## src/rtl/gpio_pkg.sv

```systemverilog
package gpio_pkg;
  localparam int ADDR_W = 12;

  localparam logic [ADDR_W-1:0] ADR_DIR   = 12'h400;
  localparam logic [ADDR_W-1:0] ADR_SENSE = 12'h404;
  localparam logic [ADDR_W-1:0] ADR_BOTH  = 12'h408;
  localparam logic [ADDR_W-1:0] ADR_EVENT = 12'h40C;
  localparam logic [ADDR_W-1:0] ADR_EN    = 12'h410;
  localparam logic [ADDR_W-1:0] ADR_RAW   = 12'h414;
  localparam logic [ADDR_W-1:0] ADR_MSK   = 12'h418;
  localparam logic [ADDR_W-1:0] ADR_CLR   = 12'h41C;

  typedef enum logic [3:0] {
    SEL_DATA, SEL_DIR, SEL_SENSE, SEL_BOTH, SEL_EVENT,
    SEL_EN, SEL_RAW, SEL_MSK, SEL_CLR, SEL_NONE
  } reg_sel_e;

  function automatic reg_sel_e decode_addr(input logic [ADDR_W-1:0] a, input int pins);
    reg_sel_e s;
    s = SEL_NONE;
    if (a[1:0] == 2'b00) begin
      if ((a >> (pins + 2)) == '0) s = SEL_DATA;
      else begin
        case (a)
          ADR_DIR:   s = SEL_DIR;
          ADR_SENSE: s = SEL_SENSE;
          ADR_BOTH:  s = SEL_BOTH;
          ADR_EVENT: s = SEL_EVENT;
          ADR_EN:    s = SEL_EN;
          ADR_RAW:   s = SEL_RAW;
          ADR_MSK:   s = SEL_MSK;
          ADR_CLR:   s = SEL_CLR;
          default:   s = SEL_NONE;
        endcase
      end
    end
    return s;
  endfunction
endpackage

```

## src/rtl/gpio_sync.sv

```systemverilog
module gpio_sync #(
  parameter int W      = 8,
  parameter int STAGES = 2
) (
  input  logic         clk,
  input  logic         rst,
  input  logic [W-1:0] d_i,
  output logic [W-1:0] q_o
);
  logic [W-1:0] stage_q [STAGES];

  always_ff @(posedge clk) begin
    if (rst) stage_q[0] <= '0;
    else     stage_q[0] <= d_i;
  end

  for (genvar k = 1; k < STAGES; k++) begin : g_chain
    always_ff @(posedge clk) begin
      if (rst) stage_q[k] <= '0;
      else     stage_q[k] <= stage_q[k-1];
    end
  end

  assign q_o = stage_q[STAGES-1];
endmodule

```

## src/rtl/gpio_irq_cell.sv

```systemverilog
module gpio_irq_cell (
  input  logic clk,
  input  logic rst,
  input  logic lvl_i,
  input  logic sense_i,
  input  logic both_i,
  input  logic event_i,
  input  logic clr_i,
  output logic raw_o
);
  logic prev_q;
  logic latch_q;
  logic rise, fall, edge_hit;

  assign rise = lvl_i & ~prev_q;
  assign fall = ~lvl_i & prev_q;

  always_comb begin
    edge_hit = 1'b0;
    if (!sense_i) begin
      if (both_i)       edge_hit = rise | fall;
      else if (event_i) edge_hit = rise;
      else              edge_hit = fall;
    end
  end

  always_ff @(posedge clk) begin
    if (rst) begin
      prev_q  <= 1'b0;
      latch_q <= 1'b0;
    end else begin
      prev_q <= lvl_i;
      if (edge_hit)   latch_q <= 1'b1;
      else if (clr_i) latch_q <= 1'b0;
    end
  end

  assign raw_o = sense_i ? (event_i ? lvl_i : ~lvl_i) : latch_q;

  assert_edge_sets_R6: assert property (@(posedge clk) disable iff (rst)
    edge_hit |=> latch_q);
  assert_clear_R8: assert property (@(posedge clk) disable iff (rst)
    (clr_i && !edge_hit) |=> !latch_q);
  assert_hold_R6: assert property (@(posedge clk) disable iff (rst)
    (!clr_i && latch_q) |=> latch_q);
endmodule

```

## src/rtl/gpio_regs.sv

```systemverilog
module gpio_regs
  import gpio_pkg::*;
#(
  parameter int PINS = 8
) (
  input  logic              clk,
  input  logic              rst,
  input  logic              psel,
  input  logic              penable,
  input  logic              pwrite,
  input  logic [ADDR_W-1:0] paddr,
  input  logic [PINS-1:0]   pwdata,
  input  logic [PINS-1:0]   sync_in,
  input  logic [PINS-1:0]   raw_i,
  output logic [PINS-1:0]   prdata,
  output logic [PINS-1:0]   dir_o,
  output logic [PINS-1:0]   dout_o,
  output logic [PINS-1:0]   sense_o,
  output logic [PINS-1:0]   both_o,
  output logic [PINS-1:0]   event_o,
  output logic [PINS-1:0]   en_o,
  output logic [PINS-1:0]   clr_o
);
  reg_sel_e        sel;
  logic            wr_en, rd_setup;
  logic [PINS-1:0] amask, wmask, rd_val;
  logic [PINS-1:0] dir_q, dout_q, sense_q, both_q, event_q, en_q, prdata_q;

  assign sel      = decode_addr(paddr, PINS);
  assign wr_en    = psel & penable & pwrite;
  assign rd_setup = psel & ~penable & ~pwrite;
  assign amask    = paddr[PINS+1:2];
  assign wmask    = amask & dir_q;

  always_ff @(posedge clk) begin
    if (rst) begin
      dir_q   <= '0;
      dout_q  <= '0;
      sense_q <= '0;
      both_q  <= '0;
      event_q <= '0;
      en_q    <= '0;
    end else if (wr_en) begin
      case (sel)
        SEL_DATA:  dout_q  <= (dout_q & ~wmask) | (pwdata & wmask);
        SEL_DIR:   dir_q   <= pwdata;
        SEL_SENSE: sense_q <= pwdata;
        SEL_BOTH:  both_q  <= pwdata;
        SEL_EVENT: event_q <= pwdata;
        SEL_EN:    en_q    <= pwdata;
        default:   ;
      endcase
    end
  end

  always_comb begin
    case (sel)
      SEL_DATA:  rd_val = ((dir_q & dout_q) | (~dir_q & sync_in)) & amask;
      SEL_DIR:   rd_val = dir_q;
      SEL_SENSE: rd_val = sense_q;
      SEL_BOTH:  rd_val = both_q;
      SEL_EVENT: rd_val = event_q;
      SEL_EN:    rd_val = en_q;
      SEL_RAW:   rd_val = raw_i;
      SEL_MSK:   rd_val = raw_i & en_q;
      default:   rd_val = '0;
    endcase
  end

  always_ff @(posedge clk) begin
    if (rst)           prdata_q <= '0;
    else if (rd_setup) prdata_q <= rd_val;
  end

  assign clr_o   = (wr_en && sel == SEL_CLR) ? pwdata : '0;
  assign prdata  = prdata_q;
  assign dir_o   = dir_q;
  assign dout_o  = dout_q;
  assign sense_o = sense_q;
  assign both_o  = both_q;
  assign event_o = event_q;
  assign en_o    = en_q;

  assert_data_guard_R2: assert property (@(posedge clk) disable iff (rst)
    (wr_en && sel == SEL_DATA) |=>
      ((dout_q & ~$past(wmask)) == ($past(dout_q) & ~$past(wmask))));
  assert_unmapped_zero_R10: assert property (@(posedge clk) disable iff (rst)
    (rd_setup && (sel == SEL_NONE || sel == SEL_CLR)) |=> (prdata == '0));
  assert_ro_ignore_R10: assert property (@(posedge clk) disable iff (rst)
    (wr_en && (sel == SEL_RAW || sel == SEL_MSK)) |=>
      ($stable(dir_q) && $stable(dout_q) && $stable(en_q) && $stable(sense_q)));
endmodule

```

## src/rtl/gpio_mmio.sv

```systemverilog
module gpio_mmio
  import gpio_pkg::*;
#(
  parameter int PINS        = 8,
  parameter int SYNC_STAGES = 2
) (
  input  logic              clk,
  input  logic              rst,
  input  logic              psel,
  input  logic              penable,
  input  logic              pwrite,
  input  logic [ADDR_W-1:0] paddr,
  input  logic [PINS-1:0]   pwdata,
  output logic [PINS-1:0]   prdata,
  input  logic [PINS-1:0]   pin_in,
  output logic [PINS-1:0]   pin_out,
  output logic [PINS-1:0]   pin_oe,
  output logic              irq
);
  logic [PINS-1:0] sync_in, raw, dir, dout, sense, both, evt, en, clr;
  logic            irq_q;

  gpio_sync #(.W(PINS), .STAGES(SYNC_STAGES)) u_sync (
    .clk(clk), .rst(rst), .d_i(pin_in), .q_o(sync_in)
  );

  gpio_regs #(.PINS(PINS)) u_regs (
    .clk(clk), .rst(rst), .psel(psel), .penable(penable), .pwrite(pwrite),
    .paddr(paddr), .pwdata(pwdata), .sync_in(sync_in), .raw_i(raw),
    .prdata(prdata), .dir_o(dir), .dout_o(dout), .sense_o(sense),
    .both_o(both), .event_o(evt), .en_o(en), .clr_o(clr)
  );

  for (genvar n = 0; n < PINS; n++) begin : g_cell
    gpio_irq_cell u_cell (
      .clk(clk), .rst(rst), .lvl_i(sync_in[n]), .sense_i(sense[n]),
      .both_i(both[n]), .event_i(evt[n]), .clr_i(clr[n]), .raw_o(raw[n])
    );
  end

  always_ff @(posedge clk) begin
    if (rst) irq_q <= 1'b0;
    else     irq_q <= |(raw & en);
  end

  assign irq     = irq_q;
  assign pin_oe  = dir;
  assign pin_out = dout & dir;

  assert_irq_quiet_R9: assert property (@(posedge clk) disable iff (rst)
    (en == '0) |=> !irq);
  assert_no_drive_input_R4: assert property (@(posedge clk) disable iff (rst)
    ((pin_out & ~pin_oe) == '0));
  assert_level_clear_R5: assert property (@(posedge clk) disable iff (rst)
    (sense[0] && $stable(sense[0]) && $stable(evt[0]) && $stable(sync_in[0]))
      |-> $stable(raw[0]));
endmodule

```

## config.mk

```make
export PLATFORM = sky130hd
export DESIGN_NAME = gpio_mmio
export DESIGN_NICKNAME = d
export VERILOG_FILES = /design/src/rtl/gpio_pkg.sv /design/src/rtl/gpio_sync.sv /design/src/rtl/gpio_irq_cell.sv /design/src/rtl/gpio_regs.sv /design/src/rtl/gpio_mmio.sv
export SDC_FILE = /design/constraint.sdc
export NUM_CORES = 1
export LEC_CHECK = 0
export BUFFER_PORTS_ARGS = -buffer_cell sky130_fd_sc_hd__buf_2
export CORE_UTILIZATION = 60
export CTS_BUF_LIST = sky130_fd_sc_hd__clkbuf_8
export DETAILED_ROUTE_END_ITERATION = 8
export PLACE_DENSITY = 0.79
export SLEW_MARGIN = 10
export SYNTH_ARGS = -nofsm -noshare
export SYNTH_HDL_FRONTEND = slang
export SYNTH_SLANG_ARGS = --single-unit
```

## constraint.sdc

```tcl
create_clock -name clk -period 3.6 [get_ports clk]
set_input_delay 0.72 -clock clk [delete_from_list [all_inputs] [get_ports clk]]
set_output_delay 0.72 -clock clk [all_outputs]
set_load 0.02 [all_outputs]
```

==> impl_metrics.prom, run 1 <==
# TYPE chip_impl_metric gauge
chip_impl_metric{name="async_reset_ff_frac",unit=""} 0
chip_impl_metric{name="post_dp_cell_area",unit="sq mm"} 0.00490
chip_impl_metric{name="filler_cell_count",unit=""} 587
chip_impl_metric{name="totalNegativeSetupSlack",unit="ns"} 0
chip_impl_metric{name="ys_ff_latch",unit=""} 89
chip_impl_metric{name="whs_path_depth",unit=""} 1
chip_impl_metric{name="die_width",unit="um"} 88.7
chip_impl_info{name="timing_worst_setup_path_type",value="input port to flip-flop"} 1
chip_impl_metric{name="area_growth_syn_to_layout",unit="%"} 13.3
chip_impl_metric{name="ys_types",unit=""} 58
chip_impl_metric{name="die_height",unit="um"} 88.7
chip_impl_info{name="crit-reg2reg-capture",value="u_regs.prdata[3]"} 1
chip_impl_metric{name="avgViaCountPerCell",unit=""} 6.02
chip_impl_metric{name="vias",unit=""} 3883
chip_impl_metric{name="dr.pass1.iters",unit=""} 5
chip_impl_metric{name="antenna_found_initial",unit=""} 0
chip_impl_metric{name="postSynthCellCount",unit=""} 486
chip_impl_metric{name="ff2ff_path_depth",unit=""} 5
chip_impl_info{name="synthFlopType",value="dfxtp_1"} 1
chip_impl_metric{name="synth.net_count",unit=""} 535
chip_impl_info{name="hold_path.startpoint",value="u_sync.stage_q[0][2]"} 1
chip_impl_metric{name="pwr_dens",unit="mW/mm^2"} 366
chip_impl_metric{name="grt_start_max_net_pins",unit=""} 50
chip_impl_metric{name="timing_max_transition_violations_final",unit=""} 0
chip_impl_metric{name="drt_first_iter_violations",unit=""} 236
chip_impl_metric{name="place.detailed.hpwl",unit="um"} 8200
chip_impl_metric{name="regToRegSetupSlack",unit="ns"} 1.99
chip_impl_info{name="grt_setup_unrepaired",value="no"} 1
chip_impl_metric{name="post-route-drc-count",unit=""} 0
chip_impl_metric{name="portBuffers",unit=""} 57
chip_impl_metric{name="timing.final.hold_violations",unit=""} 0
chip_impl_info{name="timing.rr.start",value="u_regs.event_o[3]"} 1
chip_impl_metric{name="finalCriticalPeriod",unit="ns"} 2.61
chip_impl_metric{name="h-tree-depth",unit=""} 3
chip_impl_metric{name="wire_per_inst",unit="um"} 18.0
chip_impl_metric{name="worst_slew_margin_rel",unit=""} 0.311
chip_impl_metric{name="std_cell_rows",unit=""} 31
chip_impl_metric{name="final.setup_skew",unit="ns"} 0.00784
chip_impl_metric{name="initial_core_utilization",unit=""} 0.622
chip_impl_metric{name="final_critical_path_setup_slack",unit="ns"} 0.986
chip_impl_metric{name="place_congestion",unit=""} 0.903
chip_impl_info{name="netlist_top_cells_count",value="dfxtp_1, mux2i_1, nor2_1"} 1
chip_impl_info{name="holdCritPathClass",value="flip-flop to flip-flop"} 1
chip_impl_info{name="top_cell_type_by_total_area_after_synthesis",value="dfxtp_1"} 1
chip_impl_metric{name="route.antenna.remaining_nets",unit=""} 0
chip_impl_metric{name="insertedDiodeCount",unit=""} 0
chip_impl_metric{name="worstPathArrival",unit="ns"} 2.86
chip_impl_metric{name="critical_path_required",unit="ns"} 3.85
chip_impl_metric{name="synthesis.area",unit="sq mm"} 0.00451
chip_impl_metric{name="number_of_nets_in_the_layout",unit=""} 590
chip_impl_metric{name="synth_top_area_share",unit=""} 0.395
chip_impl_info{name="start_kind",value="input port"} 1
chip_impl_metric{name="dpl_worst_slack",unit="ns"} 0.654
chip_impl_metric{name="irDropWorstVdd",unit="uV"} 247
chip_impl_metric{name="clock_tree.buffer_depth",unit=""} 2
chip_impl_metric{name="cellLeakagePower",unit="nW"} 2.17
chip_impl_metric{name="fin_total_pwr",unit="mW"} 1.87
chip_impl_metric{name="grt_first_pass_wirelength",unit="um"} 17900
chip_impl_metric{name="clkSinkCount",unit=""} 89
chip_impl_metric{name="cts.clk_slew.worst_paths",unit="ns"} 0.08
chip_impl_metric{name="seq_area_frac_synth",unit=""} 0.395
chip_impl_metric{name="core_region_area",unit="sq mm"} 0.00725
chip_impl_metric{name="critical_path.max_fanout",unit=""} 8
chip_impl_info{name="run_status",value="finished clean"} 1
chip_impl_metric{name="max_clock_freq",unit="MHz"} 382
chip_impl_metric{name="grt.overflow.total",unit=""} 0
chip_impl_metric{name="wirelength",unit="um"} 11600
chip_impl_info{name="cts_root_buffer",value="clkbuf_8"} 1
chip_impl_metric{name="cts_hold_buf",unit=""} 0
chip_impl_metric{name="cts_made_buffers",unit=""} 9
chip_impl_info{name="cts_tree",value="done"} 1
chip_impl_metric{name="post-route-cell-area",unit="sq mm"} 0.00511
chip_impl_metric{name="max_cap_violations",unit=""} 0
chip_impl_metric{name="worst_slew_pin_slew",unit="ns"} 1.03
chip_impl_metric{name="die_area",unit="sq mm"} 0.00787
chip_impl_info{name="whs_endpoint",value="u_sync.stage_q[1][2]"} 1
chip_impl_metric{name="vias_in_the_first_global_route",unit=""} 3535
chip_impl_metric{name="ctsResizeCount",unit=""} 0
chip_impl_metric{name="dpl.cell_count",unit=""} 629
chip_impl_metric{name="grt.total_usage",unit=""} 0.310
chip_impl_metric{name="buffer_count_from_post_cts_setup_fixing",unit=""} 0
chip_impl_metric{name="setup-violations-final",unit=""} 0
chip_impl_metric{name="pin_count",unit=""} 58
chip_impl_metric{name="synth_warnings",unit=""} 0
chip_impl_metric{name="syn_avg_cell_area",unit="sq um"} 9.28
chip_impl_metric{name="synth_enable_flop_cells",unit=""} 0
chip_impl_metric{name="finalCritPeriodShare",unit=""} 0.726
chip_impl_info{name="most_common_cell_in_the_netlist",value="dfxtp_1"} 1
chip_impl_metric{name="clk-insertion-delay-late",unit="ns"} 0.37
chip_impl_metric{name="stdcell_count",unit=""} 645
chip_impl_metric{name="drive_above_1_share",unit=""} 0.170
chip_impl_info{name="crit_path_end_kind",value="flip-flop"} 1
chip_impl_info{name="synth.area.top_cells",value="dfxtp_1, mux2i_1, nor2_1, ha_1, nor2b_1"} 1
[critical path, cell delays in order]
cell and delay (ns):
buf_2 0.14, or4_4 0.61, nor4_2 0.50, and2_1 0.54, mux2i_1 0.28, nor2_1 0.06
[cells by family after synthesis]
logic type      synth area share
simple gates               0.202
compound gates             0.150
flops                      0.395
mux                        0.142
buf+inv                   0.0494
fa+ha+maj                 0.0444
xor+xnor                  0.0175
[sequential cells by signal (all words and copies together) (netlist names), named ones only]
signal and count:
g_cell.u_cell.latch_q 8, g_cell.u_cell.prev_q 8, irq 1, u_regs.both_o 8
u_regs.dir_o 8, u_regs.en_o 8, u_regs.event_o 8, u_regs.prdata 8
u_regs.sense_o 8, u_sync.stage_q 16
[cell usage in the layout, fill, tap and decap left out, types with 8 or more instances in the layout]
master and count:
a2111oi_0 8, a211o_1 9, a211oi_1 9, a21oi_1 12, and2_1 12, buf_2 57
buf_4 9, clkbuf_8 9, dfxtp_1 89, ha_1 16, inv_1 36, mux2i_1 64
nand3_1 17, nor2_1 62, nor2b_1 27, o21ai_0 11, xnor2_1 8
[power by group]
| group | internal, mW | switching, mW | total [mW] |
|---|---|---|---|
| registers | 0.997 | 0.00784 | 1.01 |
| logic | 0.0458 | 0.0841 | 0.130 |
| clock network | 0.384 | 0.349 | 0.734 |
[worst max path at each step]
stage,startpoint,end
final,paddr[6],u_regs.dir_o[0]
after CTS,paddr[6],u_regs.dir_o[0]
after global routing,paddr[6],u_regs.dir_o[6]
after detailed placement,paddr[6],u_regs.dir_o[2]
after global placement,paddr[6],u_regs.dir_o[7]
after floorplan,paddr[4],u_regs.both_o[0]
[final cells by class]
| cell class | instances | area (sq um) | area share |
|---|---|---|---|
| Multi-Input combinational cell | 341 | 2510 | 0.492 |
| Clock inverter | 7 | 87.6 | 0.0171 |
| Inverter | 34 | 128 | 0.0250 |
| Clock buffer | 9 | 124 | 0.0242 |
| Tap cell | 99 | 124 | 0.0242 |
| Timing Repair Buffer | 66 | 353 | 0.0690 |
| Sequential cell | 89 | 1780 | 0.349 |
[routing by layer]
metal	routed length, um	GRT usage	part of all wire	vias to the layer above
met5	0	0	0	-
met4	210	0.125	0.018	0
met3	913	0.0616	0.079	24
met2	5420	0.485	0.47	186
met1	5050	0.419	0.44	1826
li1	-	-	-	1847
[stage by stage]
stage           util  hold slack (ns)
2_1_floorplan      -            0.414
3_3_place_gp   0.675            0.416
3_5_place_dp   0.675            0.423
4_1_cts        0.705            0.444
5_1_grt        0.705            0.464
6_report       0.705            0.445
Power figures use the tool's default switching activity.
==> run 2: changes to the inputs <==
Settings changed: ABC_AREA set to 1, CORE_UTILIZATION 60 to 54, PLACE_DENSITY 0.79 to 0.75.
Clock period 3.6 ns to 2.4 ns, I/O delays scaled along.
==> impl_metrics.prom, run 2 <==
# TYPE chip_impl_metric gauge
chip_impl_info{name="run_status",value="finished clean"} 1
chip_impl_metric{name="totalNegativeSetupSlack",unit="ns"} 0
chip_impl_metric{name="critical_path.max_fanout",unit=""} 16
chip_impl_metric{name="clk-insertion-delay-late",unit="ns"} 0.37
chip_impl_info{name="largest_register",value="u_sync.stage_q"} 1
chip_impl_metric{name="place_congestion",unit=""} 0.887
chip_impl_metric{name="syn_avg_cell_area",unit="sq um"} 6.77
chip_impl_metric{name="finish.utilization",unit=""} 0.649
chip_impl_metric{name="grt_first_pass_wirelength",unit="um"} 19100
chip_impl_metric{name="post-route-drc-count",unit=""} 0
chip_impl_metric{name="pin_count",unit=""} 58
chip_impl_metric{name="synth_enable_flop_cells",unit=""} 0
chip_impl_metric{name="wirelength",unit="um"} 11700
chip_impl_metric{name="critical_path_required",unit="ns"} 2.62
chip_impl_metric{name="max_cap_violations",unit=""} 0
chip_impl_metric{name="irDropWorstVdd",unit="uV"} 424
chip_impl_metric{name="route.antenna.remaining_nets",unit=""} 0
chip_impl_metric{name="drive_above_1_share",unit=""} 0.150
chip_impl_metric{name="drt_first_iter_violations",unit=""} 366
chip_impl_info{name="holdCritPathClass",value="input port to flip-flop"} 1
chip_impl_metric{name="cts.clk_slew.worst_paths",unit="ns"} 0.09
chip_impl_metric{name="wire_per_inst",unit="um"} 14.0
chip_impl_metric{name="grt_start_max_net_pins",unit=""} 69
chip_impl_info{name="hold_path.startpoint",value="pin_in[4]"} 1
chip_impl_metric{name="vias",unit=""} 4382
chip_impl_metric{name="worstPathArrival",unit="ns"} 2.01
chip_impl_metric{name="die_width",unit="um"} 93.1
chip_impl_metric{name="portBuffers",unit=""} 57
chip_impl_metric{name="synth.net_count",unit=""} 711
chip_impl_metric{name="worst_slew_margin_rel",unit=""} 0.486
chip_impl_metric{name="clock_tree.buffer_depth",unit=""} 2
chip_impl_info{name="crit-reg2reg-capture",value="u_regs.prdata[4]"} 1
chip_impl_info{name="cts_root_buffer",value="clkbuf_8"} 1
chip_impl_info{name="top_cell_type_by_total_area_after_synthesis",value="dfxtp_1"} 1
chip_impl_metric{name="vias_in_the_first_global_route",unit=""} 4062
chip_impl_metric{name="place.detailed.hpwl",unit="um"} 8300
chip_impl_metric{name="ys_types",unit=""} 26
chip_impl_metric{name="die_area",unit="sq mm"} 0.00866
chip_impl_info{name="grt_setup_unrepaired",value="no"} 1
chip_impl_metric{name="finalCritPeriodShare",unit=""} 0.747
chip_impl_metric{name="ctsResizeCount",unit=""} 0
chip_impl_metric{name="whs_path_depth",unit=""} 3
chip_impl_metric{name="number_of_nets_in_the_layout",unit=""} 777
chip_impl_metric{name="buffer_count_from_post_cts_setup_fixing",unit=""} 0
chip_impl_info{name="cts_tree",value="done"} 1
chip_impl_metric{name="die_height",unit="um"} 93.1
chip_impl_metric{name="regToRegSetupSlack",unit="ns"} 0.88
chip_impl_metric{name="std_cell_rows",unit=""} 32
chip_impl_info{name="netlist_top_cells_count",value="nand2_1, inv_1, dfxtp_1"} 1
chip_impl_info{name="timing_worst_setup_path_type",value="input port to flip-flop"} 1
chip_impl_metric{name="initial_core_utilization",unit=""} 0.568
chip_impl_info{name="mostFrequentLayoutCell",value="nand2_1"} 1
chip_impl_metric{name="ff2ff_path_depth",unit=""} 8
chip_impl_metric{name="cellLeakagePower",unit="nW"} 2.14
chip_impl_metric{name="finalCriticalPeriod",unit="ns"} 1.79
chip_impl_metric{name="area_growth_syn_to_layout",unit="%"} 14.4
chip_impl_metric{name="timing_max_transition_violations_final",unit=""} 0
chip_impl_metric{name="async_reset_ff_frac",unit=""} 0
chip_impl_metric{name="cts_hold_buf",unit=""} 0
chip_impl_metric{name="ys_ff_latch",unit=""} 89
chip_impl_metric{name="synthesis.area",unit="sq mm"} 0.00448
chip_impl_info{name="synthFlopType",value="dfxtp_1"} 1
chip_impl_metric{name="final.setup_skew",unit="ns"} 0.0138
chip_impl_metric{name="avgViaCountPerCell",unit=""} 5.25
chip_impl_metric{name="synth_warnings",unit=""} 0
chip_impl_metric{name="dr.pass1.iters",unit=""} 6
chip_impl_metric{name="synth_top_area_share",unit=""} 0.398
chip_impl_metric{name="pwr_dens",unit="mW/mm^2"} 536
chip_impl_metric{name="antenna_found_initial",unit=""} 0
chip_impl_info{name="mostFrequentLayoutCells",value="nand2_1, inv_1, dfxtp_1, a21oi_1, nor2_1"} 1
chip_impl_metric{name="h-tree-depth",unit=""} 3
chip_impl_info{name="synth.area.top_cells",value="dfxtp_1, nand2_1, inv_1, a21oi_1, nor2_1"} 1
chip_impl_metric{name="largest_register_ffs",unit=""} 16
chip_impl_metric{name="worst_slew_pin_slew",unit="ns"} 0.770
chip_impl_info{name="start_kind",value="input port"} 1
chip_impl_metric{name="grt.total_usage",unit=""} 0.285
chip_impl_metric{name="insertedDiodeCount",unit=""} 0
chip_impl_metric{name="clkSinkCount",unit=""} 89
chip_impl_metric{name="whs",unit="ns"} 0.309
chip_impl_info{name="crit_path_end_kind",value="flip-flop"} 1
chip_impl_metric{name="seq_area_frac_synth",unit=""} 0.398
chip_impl_metric{name="timing.final.hold_violations",unit=""} 0
chip_impl_metric{name="max_clock_freq",unit="MHz"} 558
chip_impl_metric{name="setup-violations-final",unit=""} 0
chip_impl_metric{name="grt.overflow.total",unit=""} 0
chip_impl_metric{name="cts_made_buffers",unit=""} 9
chip_impl_info{name="timing.rr.start",value="u_sync.stage_q[1][4]"} 1
chip_impl_info{name="whs_endpoint",value="u_sync.stage_q[0][4]"} 1
chip_impl_metric{name="postSynthCellCount",unit=""} 662
chip_impl_metric{name="core_region_area",unit="sq mm"} 0.00789
chip_impl_metric{name="fin_total_pwr",unit="mW"} 2.75
chip_impl_info{name="most_common_cell_in_the_netlist",value="nand2_1"} 1
[run 2: cell types whose count changed after synthesis, sizes merged, moves of 7 or more]
cell	change
nand2	+176
inv	+69
mux2i	-64
a21oi	+63
o21ai	+38
nor2b	-27
nor2	+17
and2	-12
a211o	-9
a211oi	-9
a2111oi	-8
nand4	+8
xnor2	-8
xor2	+7
[run 2: cell families (layout without fill, tap and decap cells)]
logic type | Yosys count | count (layout) | share of synthesized area
compound gates | 132 | 132 | 0.152
buf+inv | 116 | 187 | 0.0989
flops | 89 | 89 | 0.398
fa+ha+maj | 16 | 16 | 0.0447
simple gates | 301 | 301 | 0.291
xor+xnor | 8 | 8 | 0.0156
[run 2: layout make-up]
cell class	instances	area [sq um]
timing repair buffer	68	368
clock buffer	10	138
tap	102	128
multi-input combinational	457	2250
clock inverter	6	66.3
inverter	103	387
fill	738	2770
sequential	89	1780
[run 2: worst max-delay path by stage]
| stage | start | end | slack, ns |
|---|---|---|---|
| floorplan | paddr[11] | flip-flop | 0.54 |
| global placement | paddr[9] | flip-flop | 0.29 |
| detailed placement | paddr[9] | flip-flop | 0.24 |
| CTS | paddr[9] | flip-flop | 0.61 |
| global route | paddr[5] | flip-flop | 0.39 |
| finish | paddr[5] | flip-flop | 0.61 |
[run 2: through the flow]
step | cell area, sq um | cells | setup slack, ns
floorplan | 4480 | 662 | 0.535
detailed placement | 4920 | 819 | 0.236
global route | 5120 | 835 | 0.389
CTS | 5120 | 835 | 0.615
global placement | 4920 | 819 | 0.287
finish | 5120 | 835 | 0.607
[run 2: where the power goes]
part | internal (mW) | switching [mW]
clock network | 0.512 | 0.554
registers | 1.50 | 0.0151
logic | 0.0574 | 0.113
[run 2: layer usage]
| metal | track usage | up-vias | wire, um |
|---|---|---|---|
| met4 | 0.117 | 0 | 221 |
| met2 | 0.437 | 172 | 5100 |
| met3 | 0.0455 | 25 | 843 |
| li1 | - | 2220 | - |
| met5 | 0 | - | 0 |
| met1 | 0.399 | 1965 | 5500 |
[run 2: critical path, cell delays in order]
cell and delay [ns]:
buf_2 0.11, inv_1 0.09, nand2_2 0.08, nor2_4 0.15, nand2_2 0.08, nand2_2 0.08, nand2_1 0.05, nand2_1 0.07
nand3_2 0.08, nor2_4 0.26, nand2_4 0.19, o21ai_0 0.20, a21oi_1 0.08
==> run 3: changes to the inputs <==
Settings changed: CORE_UTILIZATION 54 to 60, PLACE_DENSITY 0.75 to 0.79.
Clock period 2.4 ns to 1.7 ns, I/O delays scaled along.
==> impl_metrics.prom, run 3 (synthesis results as in run 2) <==
# TYPE chip_impl_metric gauge
chip_impl_metric{name="die_height",unit="um"} 88.4
chip_impl_metric{name="worst_slew_pin_slew",unit="ns"} 0.469
chip_impl_metric{name="dpl_worst_slack",unit="ns"} -0.204
chip_impl_info{name="mostFrequentLayoutCells",value="nand2_1, inv_1, dfxtp_1, a21oi_1, nor2_1"} 1
chip_impl_metric{name="post-route-drc-count",unit=""} 0
chip_impl_info{name="cts_tree",value="done"} 1
chip_impl_metric{name="route.antenna.remaining_nets",unit=""} 0
chip_impl_metric{name="fin_total_pwr",unit="mW"} 3.90
chip_impl_info{name="cts_root_buffer",value="clkbuf_8"} 1
chip_impl_info{name="timing_worst_setup_path_type",value="input port to flip-flop"} 1
chip_impl_metric{name="std_cell_rows",unit=""} 31
chip_impl_metric{name="pin_count",unit=""} 58
chip_impl_metric{name="grt_start_max_net_pins",unit=""} 38
chip_impl_metric{name="h-tree-depth",unit=""} 3
chip_impl_metric{name="worstPathArrival",unit="ns"} 1.90
chip_impl_metric{name="timing.final.hold_violations",unit=""} 0
chip_impl_metric{name="critical_path_required",unit="ns"} 2.00
chip_impl_metric{name="insertedDiodeCount",unit=""} 0
chip_impl_metric{name="filler_cell_count",unit=""} 609
chip_impl_metric{name="wire_per_inst",unit="um"} 14.2
chip_impl_metric{name="drt_first_iter_violations",unit=""} 380
chip_impl_info{name="crit-reg2reg-capture",value="u_regs.prdata[6]"} 1
chip_impl_metric{name="die_area",unit="sq mm"} 0.00782
chip_impl_metric{name="worst_slew_margin_rel",unit=""} 0.687
chip_impl_metric{name="wirelength",unit="um"} 12200
chip_impl_metric{name="finalCriticalPeriod",unit="ns"} 1.61
chip_impl_metric{name="cp_slowest_stage_delay",unit="ns"} 0.19
chip_impl_metric{name="grt.total_usage",unit=""} 0.332
chip_impl_metric{name="grt_first_pass_wirelength",unit="um"} 19600
chip_impl_metric{name="clock_tree.buffer_depth",unit=""} 2
chip_impl_metric{name="max_clock_freq",unit="MHz"} 623
chip_impl_metric{name="pwr_dens",unit="mW/mm^2"} 723
chip_impl_info{name="start_kind",value="input port"} 1
chip_impl_metric{name="cts_made_buffers",unit=""} 9
chip_impl_metric{name="path_buf_inv",unit=""} 3
chip_impl_info{name="critical_path.cell_chain",value="buf_2, inv_1, nand2_2, nor2_4, buf_4, nand2_4, nand2_2, nand2_1, nand2_1, nand3_2, nor2_4, nand2_8, nor2_1, o21ai_0, nor2_1"} 1
chip_impl_metric{name="die_width",unit="um"} 88.4
chip_impl_metric{name="antenna_found_initial",unit=""} 0
chip_impl_info{name="holdCritPathClass",value="input port to flip-flop"} 1
chip_impl_info{name="crit_path_end_kind",value="flip-flop"} 1
chip_impl_metric{name="clk-insertion-delay-late",unit="ns"} 0.36
chip_impl_metric{name="regToRegSetupSlack",unit="ns"} 0.19
chip_impl_metric{name="finalCritPeriodShare",unit=""} 0.944
chip_impl_metric{name="totalNegativeSetupSlack",unit="ns"} 0
chip_impl_info{name="run_status",value="finished clean"} 1
chip_impl_metric{name="final.setup_skew",unit="ns"} 0.00512
chip_impl_metric{name="timing_max_transition_violations_final",unit=""} 0
chip_impl_metric{name="vias_in_the_first_global_route",unit=""} 4206
chip_impl_info{name="timing.rr.start",value="u_regs.event_o[6]"} 1
chip_impl_metric{name="critical_path.max_fanout",unit=""} 16
chip_impl_metric{name="place.detailed.hpwl",unit="um"} 8780
chip_impl_info{name="mostFrequentLayoutCell",value="nand2_1"} 1
chip_impl_metric{name="place_congestion",unit=""} 0.936
chip_impl_metric{name="irDropWorstVdd",unit="uV"} 549
chip_impl_metric{name="cellLeakagePower",unit="nW"} 2.29
chip_impl_metric{name="critical_path_cell_count",unit=""} 15
chip_impl_info{name="crit_start",value="paddr[6]"} 1
chip_impl_metric{name="dr.pass1.iters",unit=""} 5
chip_impl_metric{name="largest_register_ffs",unit=""} 16
chip_impl_info{name="slowest_stage",value="nor2_4"} 1
chip_impl_info{name="largest_register",value="u_sync.stage_q"} 1
chip_impl_metric{name="core_region_area",unit="sq mm"} 0.00725
chip_impl_metric{name="clkSinkCount",unit=""} 89
chip_impl_metric{name="avgViaCountPerCell",unit=""} 5.37
chip_impl_metric{name="drive_above_1_share",unit=""} 0.189
chip_impl_info{name="grt_setup_unrepaired",value="no"} 1
chip_impl_metric{name="ff2ff_path_depth",unit=""} 8
chip_impl_info{name="worst_path_dominant_cell_family",value="simple AND/OR/NAND/NOR gates"} 1
chip_impl_metric{name="cts.clk_slew.worst_paths",unit="ns"} 0.09
chip_impl_metric{name="portBuffers",unit=""} 57
chip_impl_metric{name="area_growth_syn_to_layout",unit="%"} 20.4
chip_impl_metric{name="vias",unit=""} 4621
chip_impl_metric{name="max_cap_violations",unit=""} 0
chip_impl_metric{name="final_critical_path_setup_slack",unit="ns"} 0.0946
chip_impl_metric{name="grt.overflow.total",unit=""} 0
chip_impl_metric{name="initial_core_utilization",unit=""} 0.618
chip_impl_metric{name="number_of_nets_in_the_layout",unit=""} 807
chip_impl_metric{name="buffer_count_from_post_cts_setup_fixing",unit=""} 0
chip_impl_metric{name="setup-violations-final",unit=""} 0
## run 3: cell count changes in the layout (fill, tap and decap cells not counted), moves of 3 or more
| cell | before | now |
|---|---|---|
| inv_1 | 102 | 98 |
| o21ai_0 | 49 | 46 |
| buf_4 | 11 | 39 |
| inv_2 | 2 | 5 |
| o21ai_1 | 0 | 3 |
## run 3: cell type report
class                           instances  area (sq um)  area share
Multi-Input combinational cell        457          2290       0.424
Inverter                              103           387      0.0717
Timing Repair Buffer                   98           609       0.113
Clock buffer                           11           151      0.0281
Clock inverter                          4          52.6     0.00974
Sequential cell                        89          1780       0.330
Tap cell                               99           124      0.0230
## run 3: power by group
group | leakage, nW | total, mW | internal (mW) | switching (mW)
Clock | 0.105 | 1.50 | 0.754 | 0.746
Sequential | 0.721 | 2.13 | 2.11 | 0.0196
Combinational | 1.47 | 0.271 | 0.102 | 0.169
## run 3: stage by stage
step	instance area, sq um	util	hold slack, ns	cells
6_report	5390	0.744	0.171	861
5_1_grt	5390	0.744	0.173	861
4_1_cts	5380	0.741	0.163	861
3_5_place_dp	5170	0.713	0.394	846
3_3_place_gp	5170	0.713	0.389	846
2_1_floorplan	4500	-	0.388	662
## run 3: timing repair
item                                    in CTS  in global routing
hold buffers                                 0                  0
gates resized for setup                      0                  5
endpoints found under the setup margin       0                  2
## run 3: worst min-delay path, stage by stage
cell and delay, ns:
buf_2 0.09, inv_1 0.04, nor2_1 0.03
## run 3: worst min path at each step
stage	start	end	slack (ns)	cells past startpoint
2_1_floorplan	u_sync.stage_q[0][0]	u_sync.stage_q[1][0]	0.39	2
3_3_place_gp	u_sync.stage_q[0][6]	u_sync.stage_q[1][6]	0.39	2
4_1_cts	pin_in[6]	u_sync.stage_q[0][6]	0.16	3
3_5_place_dp	u_sync.stage_q[0][1]	u_sync.stage_q[1][1]	0.39	2
5_1_grt	pin_in[0]	u_sync.stage_q[0][0]	0.17	3
6_report	pin_in[6]	u_sync.stage_q[0][6]	0.17	3
## run 3: metal layers
| layer | GRT usage | share of wire | routed length (um) |
|---|---|---|---|
| met1 | 0.425 | 0.42 | 5140 |
| met2 | 0.538 | 0.46 | 5590 |
| met3 | 0.0681 | 0.081 | 988 |
| met5 | 0 | 0 | 0 |
| met4 | 0.158 | 0.038 | 465 |
